===== src/rtl/vmeBridge_pkg.sv =====
package vmeBridge_pkg;

  typedef enum logic [3:0] {
    ST_IDLE,
    ST_RD_WAIT_ACK,
    ST_RD_XON,
    ST_RD_HOLD,
    ST_RD_REL,
    ST_WR_WAIT_FREE,
    ST_WR_WAIT_ACK,
    ST_WR_XOFF,
    ST_WR_HOLD,
    ST_FIN
  } ctlState_t;

  // one-edge step commands from control to the output registers
  typedef struct packed {
    logic xcvrSet;
    logic xcvrClr;
    logic reqSet;
    logic reqClr;
    logic ackSet;
    logic ackClr;
    logic errFlag;
  } stepCmd_t;

endpackage


===== src/rtl/vmeBridge_ctl.sv =====
module vmeBridge_ctl
  import vmeBridge_pkg::*;
(
  input  logic     clk,
  input  logic     rst,
  input  logic     rdStrobe,
  input  logic     wrStrobe,
  input  logic     locAck,
  output stepCmd_t cmd
);

  ctlState_t curState, nxtState;

  always_ff @(posedge clk) begin
    if (rst) curState <= ST_IDLE;
    else     curState <= nxtState;
  end

  always_comb begin
    nxtState = curState;
    cmd      = '0;
    case (curState)
      ST_IDLE: begin
        if (rdStrobe && wrStrobe) begin
          cmd.errFlag = 1'b1;
        end else if (rdStrobe) begin
          // local request may only open once the previous ack is gone
          if (!locAck) begin
            cmd.reqSet = 1'b1;
            nxtState   = ST_RD_WAIT_ACK;
          end
        end else if (wrStrobe) begin
          cmd.xcvrSet = 1'b1;
          nxtState    = ST_WR_WAIT_FREE;
        end
      end
      ST_RD_WAIT_ACK: begin
        if (locAck) begin
          cmd.xcvrSet = 1'b1;
          nxtState    = ST_RD_XON;
        end
      end
      ST_RD_XON: begin
        cmd.ackSet = 1'b1;
        nxtState   = ST_RD_HOLD;
      end
      ST_RD_HOLD: begin
        if (!rdStrobe) begin
          cmd.xcvrClr = 1'b1;
          nxtState    = ST_RD_REL;
        end
      end
      ST_RD_REL: begin
        cmd.reqClr = 1'b1;
        nxtState   = ST_FIN;
      end
      ST_WR_WAIT_FREE: begin
        if (!locAck) begin
          cmd.reqSet = 1'b1;
          nxtState   = ST_WR_WAIT_ACK;
        end
      end
      ST_WR_WAIT_ACK: begin
        if (locAck) begin
          cmd.xcvrClr = 1'b1;
          nxtState    = ST_WR_XOFF;
        end
      end
      ST_WR_XOFF: begin
        cmd.ackSet = 1'b1;
        nxtState   = ST_WR_HOLD;
      end
      ST_WR_HOLD: begin
        if (!wrStrobe) begin
          cmd.reqClr = 1'b1;
          nxtState   = ST_FIN;
        end
      end
      ST_FIN: begin
        // bus side returns to idle without waiting for the device release
        cmd.ackClr = 1'b1;
        nxtState   = ST_IDLE;
      end
      default: nxtState = ST_IDLE;
    endcase
  end

endmodule


===== src/rtl/vmeBridge_outRegs.sv =====
module vmeBridge_outRegs
  import vmeBridge_pkg::*;
(
  input  logic     clk,
  input  logic     rst,
  input  stepCmd_t cmd,
  output logic     xcvrEn,
  output logic     locReq,
  output logic     busAck,
  output logic     protoErr
);

  always_ff @(posedge clk) begin
    if (rst) begin
      xcvrEn   <= 1'b0;
      locReq   <= 1'b0;
      busAck   <= 1'b0;
      protoErr <= 1'b0;
    end else begin
      if (cmd.xcvrSet)      xcvrEn <= 1'b1;
      else if (cmd.xcvrClr) xcvrEn <= 1'b0;
      if (cmd.reqSet)       locReq <= 1'b1;
      else if (cmd.reqClr)  locReq <= 1'b0;
      if (cmd.ackSet)       busAck <= 1'b1;
      else if (cmd.ackClr)  busAck <= 1'b0;
      protoErr <= cmd.errFlag;
    end
  end

endmodule


===== src/rtl/vmeBridge.sv =====
module vmeBridge
  import vmeBridge_pkg::*;
(
  input  logic clk,
  input  logic rst,
  input  logic rdStrobe,
  input  logic wrStrobe,
  input  logic locAck,
  output logic xcvrEn,
  output logic locReq,
  output logic busAck,
  output logic protoErr
);

  stepCmd_t stepCmd;

  vmeBridge_ctl u_ctl (
    .clk      (clk),
    .rst      (rst),
    .rdStrobe (rdStrobe),
    .wrStrobe (wrStrobe),
    .locAck   (locAck),
    .cmd      (stepCmd)
  );

  vmeBridge_outRegs u_regs (
    .clk      (clk),
    .rst      (rst),
    .cmd      (stepCmd),
    .xcvrEn   (xcvrEn),
    .locReq   (locReq),
    .busAck   (busAck),
    .protoErr (protoErr)
  );

endmodule


===== config.mk =====
export PLATFORM = sky130hd
export DESIGN_NAME = vmeBridge
export DESIGN_NICKNAME = d
export VERILOG_FILES = /design/src/rtl/vmeBridge_pkg.sv /design/src/rtl/vmeBridge_ctl.sv /design/src/rtl/vmeBridge_outRegs.sv /design/src/rtl/vmeBridge.sv
export SDC_FILE = /design/constraint.sdc
export NUM_CORES = 1
export LEC_CHECK = 0
export BUFFER_PORTS_ARGS = -buffer_cell sky130_fd_sc_hd__clkbuf_2
export CAP_MARGIN = 20
export CELL_PAD_IN_SITES_DETAIL_PLACEMENT = 1
export CELL_PAD_IN_SITES_GLOBAL_PLACEMENT = 1
export CORE_MARGIN = 1.5
export CORE_UTILIZATION = 42
export DETAILED_ROUTE_END_ITERATION = 16
export PLACE_DENSITY_LB_ADDON = 0.15
export SLEW_MARGIN = 20
export SYNTH_ARGS = -nofsm -noshare
export SYNTH_HDL_FRONTEND = slang
export SYNTH_SLANG_ARGS = --single-unit
export TNS_END_PERCENT = 1

===== constraint.sdc =====
create_clock -name clk -period 3.9 [get_ports clk]
set_input_delay 0.585 -clock clk [delete_from_list [all_inputs] [get_ports clk]]
set_output_delay 0.585 -clock clk [all_outputs]
set_load 0.05 [all_outputs]

==> flow_summary_export.csv <==
group,metric,value,unit
sta,min_period,1.86,ns
sta,worstMarginPinSlew,0.592,ns
critical_path,cp-start-kind,"flip-flop",
logic_synthesis,synth_fp_nets,74,
clock_network,cts_buffers,3,
critical_path,crit_path_end_kind,"flip-flop",
logic_synthesis,yosys.area.top_type,"dfxtp_1",
clock_network,clkTransAtPathRegs,0.06,ns
power_and_ir_drop,total_power,0.000465,W
power_and_ir_drop,switching_share,0.487,
die,core-area,1280,um2
sta,clock_skew,0.000846,ns
die,io_pins,9,
critical_path,cp.required,4.05,ns
global_route,grt_max_degree,19,
worst_hold_path,hold_class,"reg2reg",
power_and_ir_drop,p_sw,0.000226,W
sta,final-setup-viol-count,0,
critical_path,critical_path.cell_chain,"nor4bb_1 > a41oi_1 > o221ai_2 > mux2_1",
die,die_h,39.8,um
critical_path,cpPeakStageDelay,0.70,ns
cells_and_area,fin_cells,89,
power_and_ir_drop,p_clk_frac,0.144,
logic_synthesis,synth_most_common_cell,"dfxtp_1",
critical_path,worstPathMaxFanout,18,
die,rows,13,
sta,grt_setup_unrepaired,"no",
logic_synthesis,ys_seq_elements,8,
logic_synthesis,synth-edff-count,0,
logic_synthesis,synthTopCellsByArea,"dfxtp_1, nand2b_1, a2111oi_4",
logic_synthesis,netlist_top_cells_count,"dfxtp_1, nor2_1, nand2b_1, o21ai_0",
global_route,antenna_found_initial,0,
logic_synthesis,ys_seq_area_frac,0.281,
sta,fmax,536,MHz
outcome,outcome,"completed",
clock_network,clk_latency,0.26,ns
place,io_buffers,8,
power_and_ir_drop,seqPwrFrac,0.389,
clock_network,cts-resized-gates,0,
drt,drt_iter0_markers,5,
critical_path,regToRegSetupSlack,2.04,ns
worst_hold_path,whs_endpoint,"u_regs.locReq$_SDFFE_PP0P_",
worst_hold_path,min_from,"u_regs.locReq$_SDFFE_PP0P_",
place,place_inst,86,
logic_synthesis,ys.flop_type,"dfxtp_1",
sta,slew_headroom,0.605,
global_route,grt_pass1_vias,503,
clock_network,cts_tree,"built",
cells_and_area,filler_cell_count,174,
power_and_ir_drop,peakVddDrop,0.291,mV
logic_synthesis,synth_area,569,um2
logic_synthesis,synth.distinct_cells,34,
clock_network,clock-root-buffer,"clkbuf_4",
power_and_ir_drop,powerDensity,751,nW/um2
place,dpl.hpwl,956,um
critical_path,r2r-end,"u_ctl.curState[2]$_SDFFE_PP0P_",
critical_path,reg2reg_depth,4,
die,dieArea,1590,um2
cells_and_area,antenna_cells,0,
drt,dr_total_vias,524,
critical_path,critPathKind,"reg2reg",
drt,drc,0,
logic_synthesis,async_reset_ff_frac,0,
drt,wl,1.37,mm
clock_network,cts_max_path_buffers,2,
clock_network,cts_setup_buffers,0,
drt,drtPass1Iterations,4,
power_and_ir_drop,p_int,0.000239,W
global_route,grt.total_usage,0.217,
critical_path,critPathArrivalTime,2.01,ns
power_and_ir_drop,p_comb_frac,0.468,
drt,antenna_left,0,
critical_path,path_buf_inv,0,
global_route,grt_pass1_wl,2.27,mm
drt,viasPerCell,5.89,
run,drv_cap,0,
global_route,grt-ovfl-total,0,
clock_network,h-tree-depth,1,
place,place_congestion,0.760,
critical_path,crit_slowest_cell,"dfxtp_1",
worst_hold_path,holdPathStages,2,
logic_synthesis,yosysTopAreaCellShare,0.281,
logic_synthesis,postSynthCellCount,69,
clock_network,hold_buffers,0,
cells_and_area,drive_above_1_share,0.189,
sta,min_period_over_period,0.478,
cells_and_area,syn_to_final_growth,8.79,%
clock_network,clkSinkCount,8,
logic_synthesis,yosys_warnings,0,
sta,finalHoldViolCount,0,
die,die_x,39.8,um
die,floorplan.initialDensity,0.443,
critical_path,regToRegStartpoint,"u_ctl.curState[2]$_SDFFE_PP0P_",
critical_path,critical_path.top_delay_family,"flip-flops",
sta,setup_tns,0,ns
cells_and_area,nets,81,
power_and_ir_drop,p_leak,0.222,nW
logic_synthesis,avgSynthCellArea,8.25,um2
sta,final_max_slew_viol_count,0,
drt,wire_per_inst,15.4,um
-- tightest hold or removal path, stage by stage, from the launching register on --
cell	delay, ns
dfxtp_1	0.33
a21oi_1	0.06
nor2_1	0.07
-- metrics by stage --
step,hold slack [ns],worst slack [ns],utilization,cell area (um2)
global placement,0.469,2.06,0.464,597
CTS,0.501,2.03,0.482,619
global route,0.545,1.90,0.482,619
floorplan,0.524,2.32,-,569
detailed placement,0.489,2.04,0.464,597
finish,0.493,2.04,0.482,619
-- kinds of logic after synthesis --
kind of cell | Yosys count | share of synthesized area
buffers and inverters | 9 | 0.0747
AND/OR/NAND/NOR | 30 | 0.316
XOR/XNOR | 2 | 0.0308
multiplexers | 2 | 0.0374
AO/OA/AOI/OAI | 18 | 0.259
flip-flops | 8 | 0.281
-- final cells by class --
class                   instances  area (um2)  area share
well taps                      15        18.8      0.0303
repair buffers                  8        40.0      0.0646
multi-input cells              52         367       0.592
inverters                       3        11.3      0.0182
clock buffers                   3        22.5      0.0364
flip-flops and latches          8         160       0.259
-- power groups by stage --
| stage | Combinational (W) | Clock [W] | Sequential, W |
|---|---|---|---|
| after floorplan | 0.000190 | 0 | 0.000167 |
| after global placement | 0.000215 | 0 | 0.000181 |
| after detailed placement | 0.000217 | 0 | 0.000183 |
| after CTS | 0.000220 | 0.0000687 | 0.000181 |
| after global routing | 0.000243 | 0.0000737 | 0.000190 |
| final | 0.000218 | 0.0000668 | 0.000181 |
-- state kept, by name (all words and copies together) (netlist names) --
name and flops:
u_regs.xcvrEn 1, u_regs.busAck 1, u_regs.locReq 1, u_ctl.curState 4, u_regs.protoErr 1
-- how the worst max path moves through the flow --
| stage | to | depth (start not counted) | slack (ns) | startpoint |
|---|---|---|---|---|
| 2_1_floorplan | u_ctl.curState[2]$_SDFFE_PP0P_ | 4 | 2.32 | locAck |
| 3_3_place_gp | u_ctl.curState[2]$_SDFFE_PP0P_ | 4 | 2.06 | u_ctl.curState[2]$_SDFFE_PP0P_ |
| 3_5_place_dp | u_ctl.curState[2]$_SDFFE_PP0P_ | 4 | 2.04 | u_ctl.curState[2]$_SDFFE_PP0P_ |
| 4_1_cts | u_ctl.curState[2]$_SDFFE_PP0P_ | 4 | 2.03 | u_ctl.curState[2]$_SDFFE_PP0P_ |
| 5_1_grt | u_ctl.curState[2]$_SDFFE_PP0P_ | 4 | 1.90 | u_ctl.curState[2]$_SDFFE_PP0P_ |
| 6_report | u_ctl.curState[2]$_SDFFE_PP0P_ | 4 | 2.04 | u_ctl.curState[2]$_SDFFE_PP0P_ |
-- cell usage in the layout (no fill, tap or decap), drive strengths merged --
cell type  count
a41oi          1
mux2i          1
dfxtp          8
o211ai         1
o21ai          5
xnor2          1
a32oi          1
nand2b         5
nand3b         1
nand4b         1
nand2          4
nor3           2
clkbuf        11
or3b           1
mux2           1
nor4           1
o22a           1
a31oi          1
nor2b          3
or4b           1
a311oi         1
nor2           6
a21oi          3
a211oi         1
o221ai         1
inv            3
xor2           1
a2111oi        2
nand3          2
nor4bb         2
nor3b          1
-- per-layer routing --
metal,track usage,part of all wire
met3,0.0341,0.025
met2,0.324,0.48
met1,0.297,0.48
met5,0,0
met4,0.103,0.012
No activity file was read; power rests on OpenSTA's default activity.
